**config.mk**
```make
export PLATFORM = sky130hd
export DESIGN_NAME = i2c_cmd_frontend
export DESIGN_NICKNAME = d
export VERILOG_FILES = /design/src/rtl/i2c_cmd_pkg.sv /design/src/rtl/icf_sync_fifo.sv /design/src/rtl/icf_enable_ctrl.sv /design/src/rtl/icf_thresh.sv /design/src/rtl/i2c_cmd_frontend.sv
export SDC_FILE = /design/constraint.sdc
export NUM_CORES = 1
export LEC_CHECK = 0
export ABC_CLOCK_PERIOD_IN_PS = 2650
export BUFFER_PORTS_ARGS = -buffer_cell sky130_fd_sc_hd__buf_4
export CORE_MARGIN = 4
export CORE_UTILIZATION = 52
export DETAILED_ROUTE_END_ITERATION = 16
export HOLD_SLACK_MARGIN = 0.15
export PLACE_DENSITY = 0.83
export SETUP_SLACK_MARGIN = 0.5
export SYNTH_ARGS = -nofsm -noshare
export SYNTH_HDL_FRONTEND = slang
export SYNTH_SLANG_ARGS = --single-unit
```
**constraint.sdc**
```tcl
create_clock -name clk -period 2.65 [get_ports clk]
set_input_delay 0.265 -clock clk [delete_from_list [all_inputs] [get_ports clk]]
set_output_delay 0.265 -clock clk [all_outputs]
set_load 0.01 [all_outputs]
```
**src/rtl/i2c_cmd_pkg.sv**
```systemverilog
package i2c_cmd_pkg;

  localparam int REG_W  = 32;
  localparam int BYTE_W = 8;

  // register byte addresses
  localparam logic [7:0] ADR_DATA   = 8'h10;
  localparam logic [7:0] ADR_RX_THR = 8'h38;
  localparam logic [7:0] ADR_TX_THR = 8'h3C;
  localparam logic [7:0] ADR_ENABLE = 8'h6C;
  localparam logic [7:0] ADR_TX_LVL = 8'h74;
  localparam logic [7:0] ADR_RX_LVL = 8'h78;
  localparam logic [7:0] ADR_EN_STS = 8'h9C;

  // command word field positions
  localparam int POS_READ    = 8;
  localparam int POS_STOP    = 9;
  localparam int POS_RESTART = 10;

  typedef struct packed {
    logic              restart;
    logic              stop;
    logic              rd;
    logic [BYTE_W-1:0] data;
  } cmd_t;

  // split a written word into a queued command; reads carry no payload
  function automatic cmd_t decode_cmd(input logic [REG_W-1:0] w);
    cmd_t c;
    c.restart = w[POS_RESTART];
    c.stop    = w[POS_STOP];
    c.rd      = w[POS_READ];
    c.data    = w[POS_READ] ? '0 : w[BYTE_W-1:0];
    return c;
  endfunction

  // transmit side wants refilling while level has sunk to the threshold
  function automatic logic lvl_at_or_below(input int unsigned lvl, input int unsigned thr);
    return lvl <= thr;
  endfunction

  // receive side wants draining once level climbs past the threshold
  function automatic logic lvl_above(input int unsigned lvl, input int unsigned thr);
    return lvl > thr;
  endfunction

endpackage

```
**src/rtl/icf_sync_fifo.sv**
```systemverilog
module icf_sync_fifo #(
  parameter int WIDTH = 8,
  parameter int DEPTH = 8
) (
  input  logic                       clk,
  input  logic                       rst_n,
  input  logic                       flush,
  input  logic                       push,
  input  logic [WIDTH-1:0]           push_data,
  input  logic                       pop,
  output logic [WIDTH-1:0]           head,
  output logic [$clog2(DEPTH):0]     level,
  output logic                       full,
  output logic                       empty
);
  localparam int PTR_W = $clog2(DEPTH);
  localparam int LVL_W = PTR_W + 1;

  logic [WIDTH-1:0] mem [DEPTH];
  logic [PTR_W-1:0] wr_ptr, rd_ptr;
  logic [LVL_W-1:0] count;
  logic             push_ok, pop_ok;

  assign full    = (count == LVL_W'(DEPTH));
  assign empty   = (count == '0);
  assign push_ok = push && !full && !flush;
  assign pop_ok  = pop && !empty && !flush;
  assign head    = mem[rd_ptr];
  assign level   = count;

  always_ff @(posedge clk) begin
    if (push_ok) mem[wr_ptr] <= push_data;
  end

  always_ff @(posedge clk) begin
    if (!rst_n || flush) begin
      wr_ptr <= '0;
      rd_ptr <= '0;
      count  <= '0;
    end else begin
      if (push_ok) wr_ptr <= wr_ptr + 1'b1;
      if (pop_ok)  rd_ptr <= rd_ptr + 1'b1;
      case ({push_ok, pop_ok})
        2'b10:   count <= count + 1'b1;
        2'b01:   count <= count - 1'b1;
        default: count <= count;
      endcase
    end
  end

endmodule

```
**src/rtl/icf_enable_ctrl.sv**
```systemverilog
module icf_enable_ctrl (
  input  logic clk,
  input  logic rst_n,
  input  logic wr_en,
  input  logic wr_bit,
  input  logic en_ack,
  output logic en_req,
  output logic en_stat,
  output logic dis_flush
);
  logic req_q, stat_q;

  always_ff @(posedge clk) begin
    if (!rst_n) begin
      req_q  <= 1'b0;
      stat_q <= 1'b0;
    end else begin
      if (wr_en) req_q <= wr_bit;
      stat_q <= en_ack;
    end
  end

  assign en_req    = req_q;
  assign en_stat   = stat_q;
  // status is about to drop at this edge: empty the queues together with it
  assign dis_flush = stat_q && !en_ack;

endmodule

```
**src/rtl/icf_thresh.sv**
```systemverilog
module icf_thresh
  import i2c_cmd_pkg::*;
#(
  parameter int DEPTH = 8
) (
  input  logic                     clk,
  input  logic                     rst_n,
  input  logic                     wr_tx_thr,
  input  logic                     wr_rx_thr,
  input  logic [$clog2(DEPTH)-1:0] wr_val,
  input  logic [$clog2(DEPTH):0]   tx_level,
  input  logic [$clog2(DEPTH):0]   rx_level,
  output logic [$clog2(DEPTH)-1:0] tx_thr,
  output logic [$clog2(DEPTH)-1:0] rx_thr,
  output logic                     tx_empty,
  output logic                     rx_full
);
  always_ff @(posedge clk) begin
    if (!rst_n) begin
      tx_thr <= '0;
      rx_thr <= '0;
    end else begin
      if (wr_tx_thr) tx_thr <= wr_val;
      if (wr_rx_thr) rx_thr <= wr_val;
    end
  end

  assign tx_empty = lvl_at_or_below(32'(tx_level), 32'(tx_thr));
  assign rx_full  = lvl_above(32'(rx_level), 32'(rx_thr));

endmodule

```
**src/rtl/i2c_cmd_frontend.sv**
```systemverilog
module i2c_cmd_frontend
  import i2c_cmd_pkg::*;
#(
  parameter int DEPTH  = 8,
  parameter int ADDR_W = 8
) (
  input  logic              clk,
  input  logic              rst_n,
  input  logic              reg_wr,
  input  logic              reg_rd,
  input  logic [ADDR_W-1:0] reg_addr,
  input  logic [REG_W-1:0]  reg_wdata,
  output logic [REG_W-1:0]  reg_rdata,
  output logic              cmd_valid,
  input  logic              cmd_ready,
  output logic [BYTE_W-1:0] cmd_byte,
  output logic              cmd_is_read,
  output logic              cmd_stop,
  output logic              cmd_restart,
  input  logic              rx_valid,
  input  logic [BYTE_W-1:0] rx_byte,
  input  logic              abort_i,
  output logic              en_req,
  input  logic              en_ack,
  output logic              tx_empty,
  output logic              rx_full,
  output logic              tx_over,
  output logic              rx_under
);
  localparam int PTR_W = $clog2(DEPTH);
  localparam int LVL_W = PTR_W + 1;
  localparam int CMD_W = $bits(cmd_t);

  // address decode
  logic sel_data, sel_rx_thr, sel_tx_thr, sel_en, sel_tx_lvl, sel_rx_lvl, sel_en_sts;
  assign sel_data   = (reg_addr == ADDR_W'(ADR_DATA));
  assign sel_rx_thr = (reg_addr == ADDR_W'(ADR_RX_THR));
  assign sel_tx_thr = (reg_addr == ADDR_W'(ADR_TX_THR));
  assign sel_en     = (reg_addr == ADDR_W'(ADR_ENABLE));
  assign sel_tx_lvl = (reg_addr == ADDR_W'(ADR_TX_LVL));
  assign sel_rx_lvl = (reg_addr == ADDR_W'(ADR_RX_LVL));
  assign sel_en_sts = (reg_addr == ADDR_W'(ADR_EN_STS));

  // named internal events
  logic tx_push, rx_pop, cmd_take, flush, dis_flush, en_stat;
  logic [LVL_W-1:0] tx_lvl, rx_lvl;
  logic tx_full, tx_mt, rx_full_q, rx_mt;
  logic [PTR_W-1:0] tx_thr, rx_thr;
  cmd_t             cmd_in, cmd_head;
  logic [BYTE_W-1:0] rx_head;

  assign tx_push  = reg_wr && sel_data;
  assign rx_pop   = reg_rd && sel_data;
  assign flush    = abort_i || dis_flush;
  assign cmd_in   = decode_cmd(reg_wdata);
  assign cmd_take = cmd_valid && cmd_ready;

  icf_sync_fifo #(.WIDTH(CMD_W), .DEPTH(DEPTH)) u_txq (
    .clk(clk), .rst_n(rst_n), .flush(flush),
    .push(tx_push), .push_data(cmd_in),
    .pop(cmd_take), .head(cmd_head),
    .level(tx_lvl), .full(tx_full), .empty(tx_mt)
  );

  icf_sync_fifo #(.WIDTH(BYTE_W), .DEPTH(DEPTH)) u_rxq (
    .clk(clk), .rst_n(rst_n), .flush(flush),
    .push(rx_valid), .push_data(rx_byte),
    .pop(rx_pop), .head(rx_head),
    .level(rx_lvl), .full(rx_full_q), .empty(rx_mt)
  );

  icf_enable_ctrl u_en (
    .clk(clk), .rst_n(rst_n),
    .wr_en(reg_wr && sel_en), .wr_bit(reg_wdata[0]),
    .en_ack(en_ack), .en_req(en_req),
    .en_stat(en_stat), .dis_flush(dis_flush)
  );

  icf_thresh #(.DEPTH(DEPTH)) u_thr (
    .clk(clk), .rst_n(rst_n),
    .wr_tx_thr(reg_wr && sel_tx_thr), .wr_rx_thr(reg_wr && sel_rx_thr),
    .wr_val(reg_wdata[PTR_W-1:0]),
    .tx_level(tx_lvl), .rx_level(rx_lvl),
    .tx_thr(tx_thr), .rx_thr(rx_thr),
    .tx_empty(tx_empty), .rx_full(rx_full)
  );

  // engine-side command presentation
  assign cmd_valid   = en_stat && !tx_mt;
  assign cmd_byte    = cmd_head.data;
  assign cmd_is_read = cmd_head.rd;
  assign cmd_stop    = cmd_head.stop;
  assign cmd_restart = cmd_head.restart;

  // error pulses
  always_ff @(posedge clk) begin
    if (!rst_n) begin
      tx_over  <= 1'b0;
      rx_under <= 1'b0;
    end else begin
      tx_over  <= tx_push && tx_full;
      rx_under <= rx_pop && rx_mt;
    end
  end

  // register read path
  always_comb begin
    reg_rdata = '0;
    if (sel_data && !rx_mt)  reg_rdata = REG_W'(rx_head);
    else if (sel_tx_lvl)     reg_rdata = REG_W'(tx_lvl);
    else if (sel_rx_lvl)     reg_rdata = REG_W'(rx_lvl);
    else if (sel_tx_thr)     reg_rdata = REG_W'(tx_thr);
    else if (sel_rx_thr)     reg_rdata = REG_W'(rx_thr);
    else if (sel_en)         reg_rdata = REG_W'(en_req);
    else if (sel_en_sts)     reg_rdata = REG_W'(en_stat);
  end

  // rx_full_q (receive queue physically full) only gates pushes inside the queue
  logic unused_ok;
  assign unused_ok = rx_full_q;

endmodule

```
==> qor.txt <==
cell area power density - 551 nW/µm²
count of pins over their slew limit - 0
Final Cycle Share - 93.4%
YS warnings - 0
Detailed Route WL - 19.1 mm
post-synth top area cell - edfxtp_1
DRC Markers - 0
Final Instance Area - 10600 µm²
clk_skew - 0.0124 ns
Via Count - 5013
FP Rows - 45
vias in the first global route - 5177
Post-Syn Area - 8130 µm²
simple-gate area share of the yosys netlist - 8.81%
total power - 5.86 mW
detailed-router iteration count before antenna repair - 5
post-route insts no fill - 882
outcome - complete, no violations
antenna violations before repair - 0
io pins - 105
normalized max-slew margin - 41.4%
Max-cap violations - 0
combinational family with the most area after synthesis - multiplexers
Congestion Overflow GR - 0
CP startpoint kind - register
worst skew pair latency - 0.43 ns
Starting Density - 53.3%
Synth Area in Adders - 2.46%
chip width - 133 µm
post-synthesis mux area share - 14.9%
CP peak stage delay - 0.53 ns
CP Max Fanout - 5
post-synthesis xor/xnor area fraction - 0.862%
kind of critical path - reg2reg
# diodes - 0
drt wl/cell - 21.6 µm
drt via density - 5.68
clock tree from TritonCTS - built
# H-tree levels - 4
critical path's slowest cell - or4_4
commonest cells in the netlist - edfxtp_1 (152), mux4_2 (38), dfxtp_1 (36), buf_4 (24)
Lkg Pwr - 3.67 nW
share of the synthesized area in the top cell type - 56.2%
Initial DRC Count - 383
Syn Area/Cell - 15.7 µm²
CP delay by family, top - simple AND/OR/NAND/NOR gates
CP bufs+invs - 2
unrepaired setup endpoints after global routing - true
largest net degree at the start of global routing - 23
Routed Antenna Nets - 0
register area share after synthesis - 65.0%
clk sinks - 188
Die ar. - 17700 µm²
first-pass GRT wire length - 28.5 mm
placed cell area - 9030 µm²
CTS root buf - clkbuf_16
CP endpoint kind - register
count leader, synth - edfxtp_1
worst-path cell chain - or4_4 > nand4_1 > nor4_4 > ha_2 > buf_4 > buf_6 > and3b_1 > a21oi_2 > o22ai_2 > mux2i_1
Synth Flop Type - edfxtp_1
required time worst endpoint - 2.99 ns
worst hold-check path type - in2reg
synth unique cells - 50
final hold vios - 0
Inserted Clock Buffers - 17
Post-synth EDFFs - 152
area grow syn2layout - 30.8%
DP Wirelength - 10.7 mm
GRT Overall Usage - 21.2%
Buffers on Ports - 59
clk buf depth - 2
final setup violation count - 0
Total Neg Setup Slack - 0 ns
RD Place Congestion - 0.890
synthesized flop and latch total - 188
layout cells sized above 1 - 41.6%
Peak VDD IR - 0.595 mV
Worst Tran Pin Value - 0.878 ns
compound-gate portion of the synthesized area - 3.96%
fmax - 404 MHz
core box area - 15300 µm²
# fillers - 929
Worst EP arrival - 2.81 ns
Post-synth ARST share - 0%
clk slew on worst S/H paths - 0.07 ns
Mapped Cells - 517
top cells by area, synth - edfxtp_1 (56%), mux4_2 (11%), dfxtp_1 (8.9%), mux2i_1 (2.7%), ha_1 (2.5%)
die height - 133 µm
nets - 730
placed cells - 798
min Tclk post-route - 2.47 ns
power breakdown:
part | switching (mW) | leakage, nW | total (mW) | internal, mW
registers | 0.00432 | 1.67 | 3.19 | 3.19
clock network | 1.10 | 0.275 | 2.42 | 1.33
logic | 0.138 | 1.73 | 0.244 | 0.107
final cells by class:
class	instances	area, µm²	area share [%]
Multi-Input combinational cell	294	3030	28.5
Inverter	11	41.3	0.388
Sequential cell	188	5320	50.0
Clock inverter	13	120	1.13
Clock buffer	19	443	4.17
Timing Repair Buffer	146	1410	13.2
Tap cell	211	264	2.48
stage by stage:
step / hold WS (ns) / setup slack, ns / utilization (%)
finish: 0.204 / 0.175 / 69.7
global route: 0.198 / 0.107 / 69.7
CTS: 0.187 / 0.221 / 67.2
detailed placement: 0.476 / 0.123 / 59.2
global placement: 0.470 / 0.211 / 59.2
floorplan: 0.364 / 0.144 / -
state kept, by name (all words and copies together) (netlist names), named ones only:
| register | cells |
|---|---|
| u_rxq.rd_ptr | 3 |
| u_txq.wr_ptr | 3 |
| u_en.en_stat | 1 |
| u_thr.rx_thr | 3 |
| rx_under | 1 |
| u_txq.mem | 88 |
| u_txq.rd_ptr | 3 |
| tx_over | 1 |
| u_rxq.mem | 64 |
| u_en.en_req | 1 |
| u_rxq.level | 4 |
| u_thr.tx_thr | 3 |
| u_rxq.wr_ptr | 3 |
| u_txq.level | 4 |
cells in the final DEF (no fill, tap or decap), types with 6 or more instances in the layout:
cell	netlist	final
edfxtp_1	152	152
buf_4	24	88
mux4_2	38	38
buf_6	0	29
conb_1	1	24
dfxtp_1	36	23
nor2b_1	22	21
dlygate4sd3_1	0	19
nor2_1	21	17
mux2i_1	22	17
clkbuf_16	0	17
nand2_1	16	15
a21oi_1	18	12
mux2_4	0	11
inv_1	11	10
nand3_1	10	9
nand2b_1	9	9
o21ai_0	10	8
ha_1	16	8
xor2_1	8	7
dfxtp_4	0	7
a21oi_2	0	6
dfxtp_2	0	6
buf_12	0	6
repair_timing:
| item | 4_1_cts | 5_1_grt |
|---|---|---|
| setup endpoints to repair | 35 | 90 |
| buffers inserted | 17 | 11 |
| pin swaps | 13 | 20 |
| hold buffers | 19 | 0 |
| resized for setup | 55 | 66 |
| endpoints found under the hold margin | 91 | 0 |
| gates cloned | 4 | 1 |
layer usage:
layer | vias to the layer above | wire, µm | GRT usage [%]
li1 | 2244 | - | -
met1 | 2513 | 7250 | 25.4
met2 | 199 | 10200 | 37.9
met3 | 57 | 935 | 3.95
met4 | 0 | 641 | 8.08
met5 | - | 0 | 0
final timing paths:
path,from,endpoint,slack (ns),cells past startpoint
min reg2reg,u_txq.rd_ptr[1],u_txq.rd_ptr[1],0.50,2
max,u_rxq.level[3],u_rxq.level[3],0.18,10
min,reg_wdata[8],u_txq.mem[5][8],0.20,1
max reg2reg,u_rxq.level[3],u_rxq.level[3],0.18,10
kinds of logic after synthesis:
group | Yosys count
AND/OR/NAND/NOR | 125
other | 1
multiplexers | 72
AO/OA/AOI/OAI | 49
adder cells (fa/ha/maj) | 16
flip-flops | 188
buffers and inverters | 58
XOR/XNOR | 8
No activity file was read; power rests on OpenSTA's default activity.
